### src/rtl/chain_ld_pkg.sv
// Shared constants and types for the serial chain loader.
// Assumes: the start pattern is fixed at four bits, matched oldest bit first.
package chain_ld_pkg;
    localparam int          PAT_BITS  = 4;
    localparam logic [3:0]  START_PAT = 4'b0010;

    // Where the current input bit belongs.
    typedef enum logic [1:0] {
        PH_HEADER = 2'd0,
        PH_OWN    = 2'd1,
        PH_FWD    = 2'd2,
        PH_HALT   = 2'd3
    } phase_t;

    // Header scanner sub-state.
    typedef enum logic {
        HS_HUNT  = 1'b0,
        HS_COUNT = 1'b1
    } hdr_state_t;
endpackage

### src/rtl/chain_hdr_scan.sv
// Header scanner: hunts for the start pattern, then shifts in the total count.
// Assumes: bit_en is low once start-up began. hdr_done stays set until reset.
module chain_hdr_scan
    import chain_ld_pkg::*;
#(
    parameter int LEN_BITS = 24
) (
    input  logic                clk,
    input  logic                rst_n,
    input  logic                bit_en,
    input  logic                ser_in,
    output logic                hdr_done,
    output logic [LEN_BITS-1:0] len_value
);
    localparam int CW = (LEN_BITS > 1) ? $clog2(LEN_BITS) : 1;

    hdr_state_t             state_q;
    logic [PAT_BITS-2:0]    pat_q;
    logic [LEN_BITS-1:0]    len_q;
    logic [CW-1:0]          idx_q;
    logic [PAT_BITS-1:0]    pat_window;

    assign pat_window = {pat_q, ser_in};
    assign len_value  = len_q;

    // Pattern hunt and count shift, one bit per enabled clock.
    always_ff @(posedge clk) begin
        if (!rst_n) begin
            state_q  <= HS_HUNT;
            pat_q    <= '1;
            len_q    <= '0;
            idx_q    <= '0;
            hdr_done <= 1'b0;
        end else if (bit_en && !hdr_done) begin
            case (state_q)
                HS_HUNT: begin
                    pat_q <= pat_window[PAT_BITS-2:0];
                    if (pat_window == START_PAT) begin
                        state_q <= HS_COUNT;
                        idx_q   <= '0;
                    end
                end
                default: begin
                    len_q <= {len_q[LEN_BITS-2:0], ser_in};
                    if (idx_q == CW'(LEN_BITS-1)) begin
                        hdr_done <= 1'b1;
                    end else begin
                        idx_q <= idx_q + 1'b1;
                    end
                end
            endcase
        end
    end

    // Once captured, the count never changes before reset.
    assert_len_held_R3: assert property (@(posedge clk) disable iff (!rst_n)
        hdr_done |=> (hdr_done && $stable(len_value)));

    // The header completes only from the count-shifting state.
    assert_hdr_from_count_R2: assert property (@(posedge clk) disable iff (!rst_n)
        $rose(hdr_done) |-> (state_q == HS_COUNT));
endmodule

### src/rtl/chain_frame_take.sv
// Own-frame collector: waits for a 0 start bit, gathers FRAME_BITS bits MSB
// first, strobes each frame, and flags completion after OWN_FRAMES frames.
// Assumes: FRAME_BITS >= 2. bit_en is high only after the header is done and
// before start-up.
module chain_frame_take #(
    parameter int FRAME_BITS = 8,
    parameter int OWN_FRAMES = 3
) (
    input  logic                  clk,
    input  logic                  rst_n,
    input  logic                  bit_en,
    input  logic                  ser_in,
    output logic                  own_done,
    output logic [FRAME_BITS-1:0] frame_data,
    output logic                  frame_vld
);
    localparam int BW = $clog2(FRAME_BITS);
    localparam int FW = (OWN_FRAMES > 1) ? $clog2(OWN_FRAMES) : 1;

    logic                  busy_q;
    logic [BW-1:0]         bit_idx_q;
    logic [FRAME_BITS-1:0] shift_q;
    logic [FRAME_BITS-1:0] next_word;
    logic                  active;
    logic                  word_end;
    logic                  last_frame;

    assign active    = bit_en && !own_done;
    assign next_word = {shift_q[FRAME_BITS-2:0], ser_in};
    assign word_end  = active && busy_q && (bit_idx_q == BW'(FRAME_BITS-1));

    // Frame index only exists when more than one frame is owned.
    generate
        if (OWN_FRAMES > 1) begin : g_multi
            logic [FW-1:0] fidx_q;
            // Counts finished frames.
            always_ff @(posedge clk) begin
                if (!rst_n) begin
                    fidx_q <= '0;
                end else if (word_end) begin
                    fidx_q <= fidx_q + 1'b1;
                end
            end
            assign last_frame = (fidx_q == FW'(OWN_FRAMES - 1));
        end else begin : g_single
            assign last_frame = 1'b1;
        end
    endgenerate

    // Start-bit hunt, bit gathering and frame hand-off.
    always_ff @(posedge clk) begin
        if (!rst_n) begin
            busy_q     <= 1'b0;
            bit_idx_q  <= '0;
            shift_q    <= '0;
            frame_data <= '0;
            frame_vld  <= 1'b0;
            own_done   <= 1'b0;
        end else begin
            frame_vld <= 1'b0;
            if (active) begin
                if (!busy_q) begin
                    if (!ser_in) begin
                        busy_q    <= 1'b1;
                        bit_idx_q <= '0;
                    end
                end else begin
                    shift_q <= next_word;
                    if (word_end) begin
                        busy_q     <= 1'b0;
                        frame_data <= next_word;
                        frame_vld  <= 1'b1;
                        if (last_frame) begin
                            own_done <= 1'b1;
                        end
                    end else begin
                        bit_idx_q <= bit_idx_q + 1'b1;
                    end
                end
            end
        end
    end

    // A strobe lasts one clock; a start bit always separates two frames.
    assert_vld_single_R5: assert property (@(posedge clk) disable iff (!rst_n)
        frame_vld |=> !frame_vld);

    // Completion coincides with the strobe of the final frame.
    assert_done_with_frame_R4: assert property (@(posedge clk) disable iff (!rst_n)
        $rose(own_done) |-> frame_vld);

    // Completion is sticky.
    assert_done_sticky_R4: assert property (@(posedge clk) disable iff (!rst_n)
        own_done |=> own_done);
endmodule

### src/rtl/chain_startup.sv
// Clock counter and start-up sequencer: counts sampled bits from reset
// release and begins a three-step start-up when the count equals the total.
// Assumes: len_valid is sticky and len_value is stable while it is high.
module chain_startup #(
    parameter int LEN_BITS = 24
) (
    input  logic                clk,
    input  logic                rst_n,
    input  logic                len_valid,
    input  logic [LEN_BITS-1:0] len_value,
    output logic                seq_start,
    output logic                cfg_finished,
    output logic                io_free
);
    logic [LEN_BITS-1:0] cnt_q;
    logic [LEN_BITS-1:0] cnt_next;

    assign cnt_next = cnt_q + 1'b1;

    // Bit counter and count match.
    always_ff @(posedge clk) begin
        if (!rst_n) begin
            cnt_q     <= '0;
            seq_start <= 1'b0;
        end else if (!seq_start) begin
            cnt_q <= cnt_next;
            if (len_valid && (cnt_next == len_value)) begin
                seq_start <= 1'b1;
            end
        end
    end

    // Two-step tail of the start-up sequence.
    always_ff @(posedge clk) begin
        if (!rst_n) begin
            cfg_finished <= 1'b0;
            io_free      <= 1'b0;
        end else begin
            cfg_finished <= seq_start;
            io_free      <= cfg_finished;
        end
    end

    // Start-up begins exactly when the counter has reached the total.
    assert_start_on_count_R7: assert property (@(posedge clk) disable iff (!rst_n)
        $rose(seq_start) |-> (cnt_q == len_value));

    // Second step follows the first by one clock.
    assert_finish_step_R8: assert property (@(posedge clk) disable iff (!rst_n)
        $rose(seq_start) |=> $rose(cfg_finished));

    // Release follows the second step by one clock.
    assert_release_step_R8: assert property (@(posedge clk) disable iff (!rst_n)
        $rose(cfg_finished) |=> $rose(io_free));

    // Start-up, once begun, is held until reset.
    assert_start_sticky_R9: assert property (@(posedge clk) disable iff (!rst_n)
        seq_start |=> seq_start);
endmodule

### src/rtl/serial_chain_loader.sv
// Serial chain configuration loader top. It routes each sampled bit to the
// header scanner, the own-frame collector or the forward path, drives the
// registered chain output, and hosts the start-up sequencer.
// Assumes: one bit per rising clk edge, and a synchronous active-low reset.
module serial_chain_loader
    import chain_ld_pkg::*;
#(
    parameter int FRAME_BITS = 8,
    parameter int OWN_FRAMES = 3,
    parameter int LEN_BITS   = 24
) (
    input  logic                  clk,
    input  logic                  rst_n,
    input  logic                  ser_in,
    output logic                  ser_out,
    output logic [FRAME_BITS-1:0] frame_data,
    output logic                  frame_vld,
    output logic                  seq_start,
    output logic                  cfg_finished,
    output logic                  io_free
);
    logic                hdr_done;
    logic [LEN_BITS-1:0] len_value;
    logic                own_done;
    logic                bit_en;
    phase_t              phase;

    assign bit_en = !seq_start;

    // Classify the current bit from the sub-block completion flags.
    always_comb begin
        if (seq_start) begin
            phase = PH_HALT;
        end else if (!hdr_done) begin
            phase = PH_HEADER;
        end else if (!own_done) begin
            phase = PH_OWN;
        end else begin
            phase = PH_FWD;
        end
    end

    chain_hdr_scan #(
        .LEN_BITS (LEN_BITS)
    ) u_hdr (
        .clk       (clk),
        .rst_n     (rst_n),
        .bit_en    (bit_en),
        .ser_in    (ser_in),
        .hdr_done  (hdr_done),
        .len_value (len_value)
    );

    chain_frame_take #(
        .FRAME_BITS (FRAME_BITS),
        .OWN_FRAMES (OWN_FRAMES)
    ) u_frames (
        .clk        (clk),
        .rst_n      (rst_n),
        .bit_en     (bit_en && hdr_done),
        .ser_in     (ser_in),
        .own_done   (own_done),
        .frame_data (frame_data),
        .frame_vld  (frame_vld)
    );

    chain_startup #(
        .LEN_BITS (LEN_BITS)
    ) u_start (
        .clk          (clk),
        .rst_n        (rst_n),
        .len_valid    (hdr_done),
        .len_value    (len_value),
        .seq_start    (seq_start),
        .cfg_finished (cfg_finished),
        .io_free      (io_free)
    );

    // Chain output: copy header and surplus bits, hold high otherwise.
    always_ff @(posedge clk) begin
        if (!rst_n) begin
            ser_out <= 1'b1;
        end else begin
            case (phase)
                PH_HEADER, PH_FWD: ser_out <= ser_in;
                default:           ser_out <= 1'b1;
            endcase
        end
    end

    // Header and surplus bits reach the output one clock later.
    assert_copy_lag_R6: assert property (@(posedge clk) disable iff (!rst_n)
        ((phase == PH_HEADER) || (phase == PH_FWD)) |=> (ser_out == $past(ser_in)));

    // Output is high while own frames are taken.
    assert_own_high_R4: assert property (@(posedge clk) disable iff (!rst_n)
        (phase == PH_OWN) |=> ser_out);

    // After start-up the output stays high.
    assert_halt_high_R9: assert property (@(posedge clk) disable iff (!rst_n)
        (phase == PH_HALT) |=> ser_out);

    // No frame is delivered after start-up has begun.
    assert_halt_no_frame_R9: assert property (@(posedge clk) disable iff (!rst_n)
        $past(seq_start) |-> !frame_vld);
endmodule

### config.mk
export PLATFORM = sky130hd
export DESIGN_NAME = serial_chain_loader
export DESIGN_NICKNAME = d
export VERILOG_FILES = /design/src/rtl/chain_ld_pkg.sv /design/src/rtl/chain_hdr_scan.sv /design/src/rtl/chain_frame_take.sv /design/src/rtl/chain_startup.sv /design/src/rtl/serial_chain_loader.sv
export SDC_FILE = /design/constraint.sdc
export NUM_CORES = 1
export LEC_CHECK = 0
export CAP_MARGIN = 5
export CORE_UTILIZATION = 68
export CTS_CLUSTER_SIZE = 8
export DETAILED_ROUTE_END_ITERATION = 16
export DONT_BUFFER_PORTS = 1
export PLACE_DENSITY = 0.81
export REMOVE_ABC_BUFFERS = 1
export SKIP_LAST_GASP = 1
export SYNTH_ARGS = -nofsm -noshare
export SYNTH_HDL_FRONTEND = slang
export SYNTH_SLANG_ARGS = --single-unit
### constraint.sdc
create_clock -name clk -period 4.9 [get_ports clk]
set_input_delay 1.225 -clock clk [delete_from_list [all_inputs] [get_ports clk]]
set_output_delay 1.225 -clock clk [all_outputs]
set_load 0.02 [all_outputs]
==> results.cfg, run 1 <==
[outcome]
status = complete, no violations

[power]
pwr-share-comb = 0.016
pwr-share-clk = 0.423
netSwitchingPower_w = 0.0002710
p_int_w = 0.0009763
power.total_w = 0.001247
power_per_cell_area_nw_per_um2 = 285.6
p_leak_nw = 1.614
p_sw_frac = 0.2173
peakVddDrop_mv = 0.4423
seqPwrFrac = 0.561

[floorplanning]
start_util = 0.7077
coreArea_um2 = 5921
die_w_um = 80.50
rows = 28
die_area_um2 = 6480
io_pins = 16
die_h_um = 80.50

[sta]
layout_setup_ws_ns = 2.273
setup_viol = 0
max_freq_mhz = 380.6
grt_setup_unrepaired = no
finalHoldViolCount = 0
finalSetupTns_ns = 0
min_period_over_period = 0.5362
period_needed_ns = 2.627
skew_ns = 0.01060
relSlewSlack = 0.3395
worstMarginPinSlew_ns = 0.9908
drv_slew = 0

[worst_setup_path]
worstPathArrival_ns = 2.89
cp-end-kind = flip-flop
path_class = reg -> reg
slowest_stage = dfxtp_1
critical_path.cell_chain = ha_1 -> nand3_1 -> nor2_1 -> nand3_1 -> nor3_1 -> xnor2_1 -> nand3_1 -> o31ai_1
slowest_delay_ns = 0.53
required_ns = 5.17
critical_path.startpoint_type = flip-flop
cp_max_fo = 9
cp_common_cell = nand3_1

[synthesis]
yosysTopAreaCell = dfxtp_1
ys_warn_count = 0
synth_edf_count = 0
postSynth.asyncResetShare = 0
yosysMostFrequentCell = nand2_1
synth_cells = 501
synth_area_leaders = dfxtp_1, nand2_1, a21boi_0
netlist_top_cells_count = nand2_1, dfxtp_1, a21boi_0
synth_cell_types = 49
ys.flop_type = dfxtp_1
synth_area_per_cell_um2 = 8.364
synth-seq-cells = 85
syn_area_um2 = 4190
synth_seq_area_share = 0.4061
synth_top_cell_area_share = 0.4061

[cts]
worstSkewPairLatency_ns = 0.35
clock_sinks = 85
cts_tree = yes
cts_hold_buf = 0
post_cts_buffers = 0
cts_buffers = 9
cts_buffer_depth = 2
ctsResizeCount = 0
cts-root-buf = clkbuf_8
clk_pin_slew_ns = 0.09
htreeDepth = 3

[min_path]
hp-class = reg -> reg

[routing]
wl_per_cell_um = 13.68
drc_errors = 0
drt_wl_total_mm = 7.673
drt-pass1-iter-count = 4
num_vias = 3270
final_antenna_net_count = 0
drt_iter0_drc = 179
via_per_inst = 5.829

[placement]
dp_hpwl_mm = 5.095
preCtsSetupSlack_ns = 1.950
globalplace.congestion = 0.8009
portBuffers = 0

[global_routing]
overflow = 0
grt_max_degree = 84
grt_pass1_wl_mm = 12.90
track_usage = 0.2532
antenna_found_initial = 0
grt_pass1_vias = 2939

[finish]
fin_nets = 489
finish.utilization = 0.7375
area_delta_synth_final_pct = 4.210
diodes = 0
seq_area_um2 = 1702
nFillCells = 456
drive_above_1_share = 0.04733
multiInputGateArea_um2 = 2331

[flow_run]
maxCapViolCount = 0
## through the flow
step	instances	hold WS [ns]	cell area, um^2
3_5_place_dp	545	0.4558	4149
6_report	561	0.4638	4367
2_1_floorplan	469	0.4412	4048
4_1_cts	561	0.4676	4367
3_3_place_gp	545	0.4523	4149
5_1_grt	561	0.4908	4367
## power groups by stage
stage / registers (W) / logic, W / clock network, W
floorplan: 0.000715 / 0.0000179 / 0
detailed placement: 0.000717 / 0.0000197 / 0
global placement: 0.000716 / 0.0000192 / 0
finish: 0.000700 / 0.0000198 / 0.000527
CTS: 0.000700 / 0.0000200 / 0.000531
global route: 0.000701 / 0.0000215 / 0.000560
## worst max-delay path: cells and delay by family, from the launching register on
kind | cells | cell delay [ns]
compound gates | 1 | 0.18
xor+xnor | 1 | 0.15
fa+ha+maj | 1 | 0.35
flops | 1 | 0.53
simple gates | 5 | 1.33
## final timing paths
check,slack (ns),end,depth (start not counted),from
setup / recovery,2.27,u_start.seq_start,8,u_start.cnt_q[0]
hold / removal,0.46,u_frames.frame_data[7],2,u_frames.shift_q[6]
setup reg to reg,2.27,u_start.seq_start,8,u_start.cnt_q[0]
hold reg to reg,0.46,u_frames.frame_data[7],2,u_frames.shift_q[6]
## layer usage
metal	global-route usage	wire length, um	up-vias	part of all wire
met3	0.07386	319	11	0.042
met1	0.3090	3500	1534	0.46
met4	0.07143	125	0	0.016
li1	-	-	1649	-
met5	0	0	-	0
met2	0.4297	3727	76	0.49
## flip-flops by register name, indices dropped and copies added, names as in the netlist
name,flops
u_frames.frame_data,8
u_frames.g_multi.fidx_q,2
u_hdr.hdr_done,1
u_hdr.state_q,1
u_start.io_free,1
ser_out,1
u_start.cfg_finished,1
u_start.cnt_q,24
u_hdr.idx_q,5
u_frames.shift_q,7
u_frames.own_done,1
u_frames.frame_vld,1
u_frames.bit_idx_q,3
u_frames.busy_q,1
u_start.seq_start,1
u_hdr.len_value,24
u_hdr.pat_q,3
## area by class of cell
class                      instances  share of cell area
multi-input combinational        380              0.5338
tap                               75             0.02149
clock inverter                     5             0.01519
clock buffer                      11             0.03467
inverter                           4            0.003438
sequential                        85              0.3897
timing repair buffer               1            0.001719
## cell usage in the layout, fill, tap and decap left out, types with 3 or more instances in the layout
cell type,count
nor4_1,6
or3_1,3
nand4_1,13
and2_1,26
a31oi_1,4
clkbuf_8,11
nand2b_1,6
xor2_1,29
a21boi_0,46
nand2_1,108
inv_1,4
a21oi_1,7
xnor2_1,27
nor2b_1,9
o31ai_1,3
nand3_1,14
o21ai_0,7
nor3_1,13
ha_1,5
mux2i_1,6
nor2_1,22
dfxtp_1,85
## cell families (layout without fill, tap and decap cells)
| family | count (synthesis) | count (layout) | synth area share |
|---|---|---|---|
| adder cells (fa/ha/maj) | 5 | 5 | 0.01493 |
| buffers and inverters | 36 | 21 | 0.03762 |
| AND/OR/NAND/NOR | 236 | 236 | 0.2783 |
| AO/OA/AOI/OAI | 77 | 77 | 0.1317 |
| XOR/XNOR | 56 | 56 | 0.1170 |
| flip-flops | 85 | 85 | 0.4061 |
| multiplexers | 6 | 6 | 0.01433 |
No activity file was read; power rests on OpenSTA's default activity.
==> run 2, diff against run 1 <==
Settings changed: CORE_UTILIZATION 68 to 63, PLACE_DENSITY 0.81 to 0.76.
Clock period 4.9 ns to 2.6 ns, I/O delays scaled along.
==> results.cfg, run 2 (same netlist as run 1, synthesis figures left out) <==
[sta]
skew_ns = 0.01202
drv_slew = 0
worstMarginPinSlew_ns = 0.8907
setup_viol = 0
min_period_over_period = 0.9318
grt_setup_unrepaired = no
max_freq_mhz = 412.8
finalSetupTns_ns = 0
finalHoldViolCount = 0
period_needed_ns = 2.423
relSlewSlack = 0.4048

[worst_setup_path]
crit_start = u_start.cnt_q[8]
worstPathArrival_ns = 2.70
cp-end-kind = flip-flop
cp_max_fo = 8
worstReg2RegStart = u_start.cnt_q[8]
path_class = reg -> reg
critical_path.startpoint_type = flip-flop
required_ns = 2.88

[finish]
seq_area_um2 = 1702
nFillCells = 544
final_common_cell = nand2_1
stdcell_count = 569
design_area_um2 = 4404
fin_nets = 495
multiInputGateArea_um2 = 2331
area_delta_synth_final_pct = 5.106
diodes = 0
layout_common_cells = nand2_1, dfxtp_1, a21boi_0
drive_above_1_share = 0.05894

[routing]
via_per_inst = 5.699
drt_wl_total_mm = 7.697
num_vias = 3243
drc_errors = 0
drt_iter0_drc = 158
final_antenna_net_count = 0
drt-pass1-iter-count = 4
wl_per_cell_um = 13.53

[cts]
htreeDepth = 3
cts_tree = yes
cts-root-buf = clkbuf_8
clk_pin_slew_ns = 0.09
cts_buffer_depth = 2
post_cts_buffers = 0
cts_buffers = 9
worstSkewPairLatency_ns = 0.37
ctsResizeCount = 0
clock_sinks = 85
cts_hold_buf = 0

[global_routing]
grt_pass1_vias = 3057
grt_pass1_wl_mm = 13.63
grt_max_degree = 84
track_usage = 0.2374
antenna_found_initial = 0
overflow = 0

[flow_run]
maxCapViolCount = 0

[power]
power.total_w = 0.002310
p_leak_nw = 1.641
peakVddDrop_mv = 0.5421
power_per_cell_area_nw_per_um2 = 524.5

[placement]
dp_hpwl_mm = 5.309
globalplace.congestion = 0.8829
portBuffers = 0
dp_cells = 553
dpl_cell_area_um2 = 4197

[floorplanning]
coreArea_um2 = 6386
rows = 29
die_w_um = 83.56
die_area_um2 = 6981
io_pins = 16
die_h_um = 83.56
start_util = 0.6562

[outcome]
status = complete, no violations

[min_path]
hp-class = in -> reg
hp-start = rst_n
==> run 2: changes by cell type in the layout (fill, tap and decap cells not counted), moves of 2 or more <==
cell,before,now
buf_4,1,7
clkbuf_8,11,9
clkinv_8,0,2
inv_8,1,3
==> run 2: per-stage QoR <==
stage	worst slack [ns]	utilization	hold slack, ns
after floorplan	0.2923	-	0.4412
after global placement	0.3027	0.6571	0.4533
after detailed placement	0.2358	0.6571	0.4650
after CTS	0.1912	0.6897	0.3421
after global routing	0.06918	0.6897	0.3471
final	0.1774	0.6897	0.3643
==> run 2: layout make-up <==
class	instances	area share
multi-input combinational	380	0.5293
sequential	85	0.3864
clock buffer	9	0.02813
tap	77	0.02188
clock inverter	7	0.01903
timing repair buffer	7	0.01193
inverter	4	0.003409
==> run 2: worst max-delay path, cell delays in order, from the launching register on <==
cell,delay (ns)
dfxtp_1,0.53
nand3_2,0.18
nor2_1,0.30
nand3_1,0.21
or4b_2,0.64
a31oi_1,0.15
o22ai_1,0.10
o31ai_1,0.23
==> run 2: power by group <==
group / switching (W) / internal (W) / leakage [nW] / total [W]
combinational: 0.0000152 / 0.0000263 / 0.850 / 0.0000415
sequential: 0.0000107 / 0.00131 / 0.686 / 0.00132
clock: 0.000560 / 0.000390 / 0.106 / 0.000950
==> run 2: per-layer routing <==
metal,track usage,wire length [um]
met1,0.3084,3707
met2,0.3934,3646
met3,0.05440,237
met4,0.07396,106
met5,0,0
==> run 2: worst paths after layout <==
kind	end	slack, ns	cells after the start
hold reg to reg	u_frames.bit_idx_q[1]	0.47	2
hold / removal	u_hdr.pat_q[1]	0.36	1
setup reg to reg	u_start.seq_start	0.18	7
setup / recovery	u_start.seq_start	0.18	7
==> run 3, diff against run 2 <==
Settings changed: ABC_CLOCK_PERIOD_IN_PS set to 2600, CORE_UTILIZATION 63 to 59, PLACE_DENSITY 0.76 to 0.72.
==> results.cfg, run 3 (same netlist as run 1, synthesis figures left out) <==
[cts]
clk_pin_slew_ns = 0.09
cts_hold_buf = 0
cts_tree = yes
cts_buffer_depth = 2
post_cts_buffers = 0
cts_buffers = 9
worstSkewPairLatency_ns = 0.35
clock_sinks = 85
ctsResizeCount = 0
htreeDepth = 3
cts-root-buf = clkbuf_8

[placement]
preCtsSetupSlack_ns = 0.1834
dpl_cell_area_um2 = 4228
dp_hpwl_mm = 5.250
globalplace.congestion = 0.9202
portBuffers = 0

[power]
p_int_w = 0.001793
pwr-share-clk = 0.415
power.total_w = 0.002324
netSwitchingPower_w = 0.0005313
pwr-share-comb = 0.018
peakVddDrop_mv = 0.4377
power_per_cell_area_nw_per_um2 = 524.1
p_leak_nw = 1.638
p_sw_frac = 0.2286
seqPwrFrac = 0.567

[floorplanning]
io_pins = 16
rows = 30
die_w_um = 86.28
die_area_um2 = 7443
die_h_um = 86.28
coreArea_um2 = 6832
start_util = 0.6134

[worst_setup_path]
cp-end-kind = flip-flop
r2r-end = u_start.seq_start
reg2reg_depth = 7
cp_max_fo = 8
critical_path.startpoint_type = flip-flop
rrSetupSlack_ns = 0.13
required_ns = 2.86
worstPathArrival_ns = 2.74
path_class = reg -> reg
worstReg2RegStart = u_start.cnt_q[8]

[finish]
layout_common_cells = nand2_1, dfxtp_1, a21boi_0
diodes = 0
area_delta_synth_final_pct = 5.823
drive_above_1_share = 0.06085
final_common_cell = nand2_1
nFillCells = 609
design_area_um2 = 4434
fin_nets = 496

[sta]
skew_ns = 0.009384
setup_viol = 0
worstMarginPinSlew_ns = 0.6609
period_needed_ns = 2.474
layout_setup_ws_ns = 0.1256
finalSetupTns_ns = 0
finalHoldViolCount = 0
max_freq_mhz = 404.1
drv_slew = 0
relSlewSlack = 0.5586
min_period_over_period = 0.9517
grt_setup_unrepaired = no

[global_routing]
grt_pass1_vias = 2921
grt_max_degree = 84
track_usage = 0.2234
antenna_found_initial = 0
overflow = 0
grt_pass1_wl_mm = 13.21

[min_path]
min_path_cells = 1
hp-class = in -> reg
hold_end = u_hdr.pat_q[1]
hp-start = rst_n

[flow_run]
maxCapViolCount = 0

[routing]
drt_iter0_drc = 233
via_per_inst = 5.394
drt-pass1-iter-count = 4
final_antenna_net_count = 0
num_vias = 3177
wl_per_cell_um = 13.12
drt_wl_total_mm = 7.726
drc_errors = 0

[outcome]
status = complete, no violations
run 3: worst max path at each step:
stage                        endpoint  slack [ns]  depth (start not counted)              from
global route        u_start.seq_start        0.02                          7  u_start.cnt_q[8]
CTS                 u_start.seq_start        0.16                          7  u_start.cnt_q[8]
finish              u_start.seq_start        0.13                          7  u_start.cnt_q[8]
floorplan           u_start.seq_start        0.29                          7  u_start.cnt_q[2]
global placement    u_start.seq_start        0.30                          7  u_start.cnt_q[8]
detailed placement     u_hdr.idx_q[3]        0.18                          6            ser_in
run 3: final cells by class:
class / instances / area (um^2) / area share
Timing Repair Buffer: 8 / 60.06 / 0.01354
Clock inverter: 7 / 82.58 / 0.01862
Multi-Input combinational cell: 380 / 2331 / 0.5257
Clock buffer: 9 / 123.9 / 0.02793
Sequential cell: 85 / 1702 / 0.3837
Tap cell: 96 / 120.1 / 0.02709
Inverter: 4 / 15.01 / 0.003386
run 3: power groups by stage:
stage	Combinational [W]	Sequential (W)	Clock, W
2_1_floorplan	0.0000337	0.00135	0
3_3_place_gp	0.0000414	0.00135	0
3_5_place_dp	0.0000418	0.00135	0
4_1_cts	0.0000422	0.00132	0.000993
5_1_grt	0.0000460	0.00132	0.00107
6_report	0.0000421	0.00132	0.000964
run 3: routing by layer:
layer | up-vias | wire length (um) | GRT usage
met5 | - | 0 | 0
met4 | 0 | 106 | 0.07879
met3 | 11 | 323 | 0.05429
met2 | 57 | 3534 | 0.3535
met1 | 1457 | 3762 | 0.2980
li1 | 1652 | - | -
run 3: per-stage QoR:
stage	instances	hold slack, ns	util
global placement	573	0.4525	0.6189
global route	589	0.3424	0.6491
finish	589	0.3698	0.6491
detailed placement	573	0.4623	0.6189
CTS	589	0.3559	0.6491
floorplan	469	0.4412	-
run 3: worst max-delay path, stage by stage (launching register included):
cell,delay (ns)
dfxtp_1,0.53
nand3_2,0.19
nor2_1,0.31
nand3_1,0.21
or4b_2,0.64
a31oi_1,0.16
o22ai_1,0.11
o31ai_1,0.24
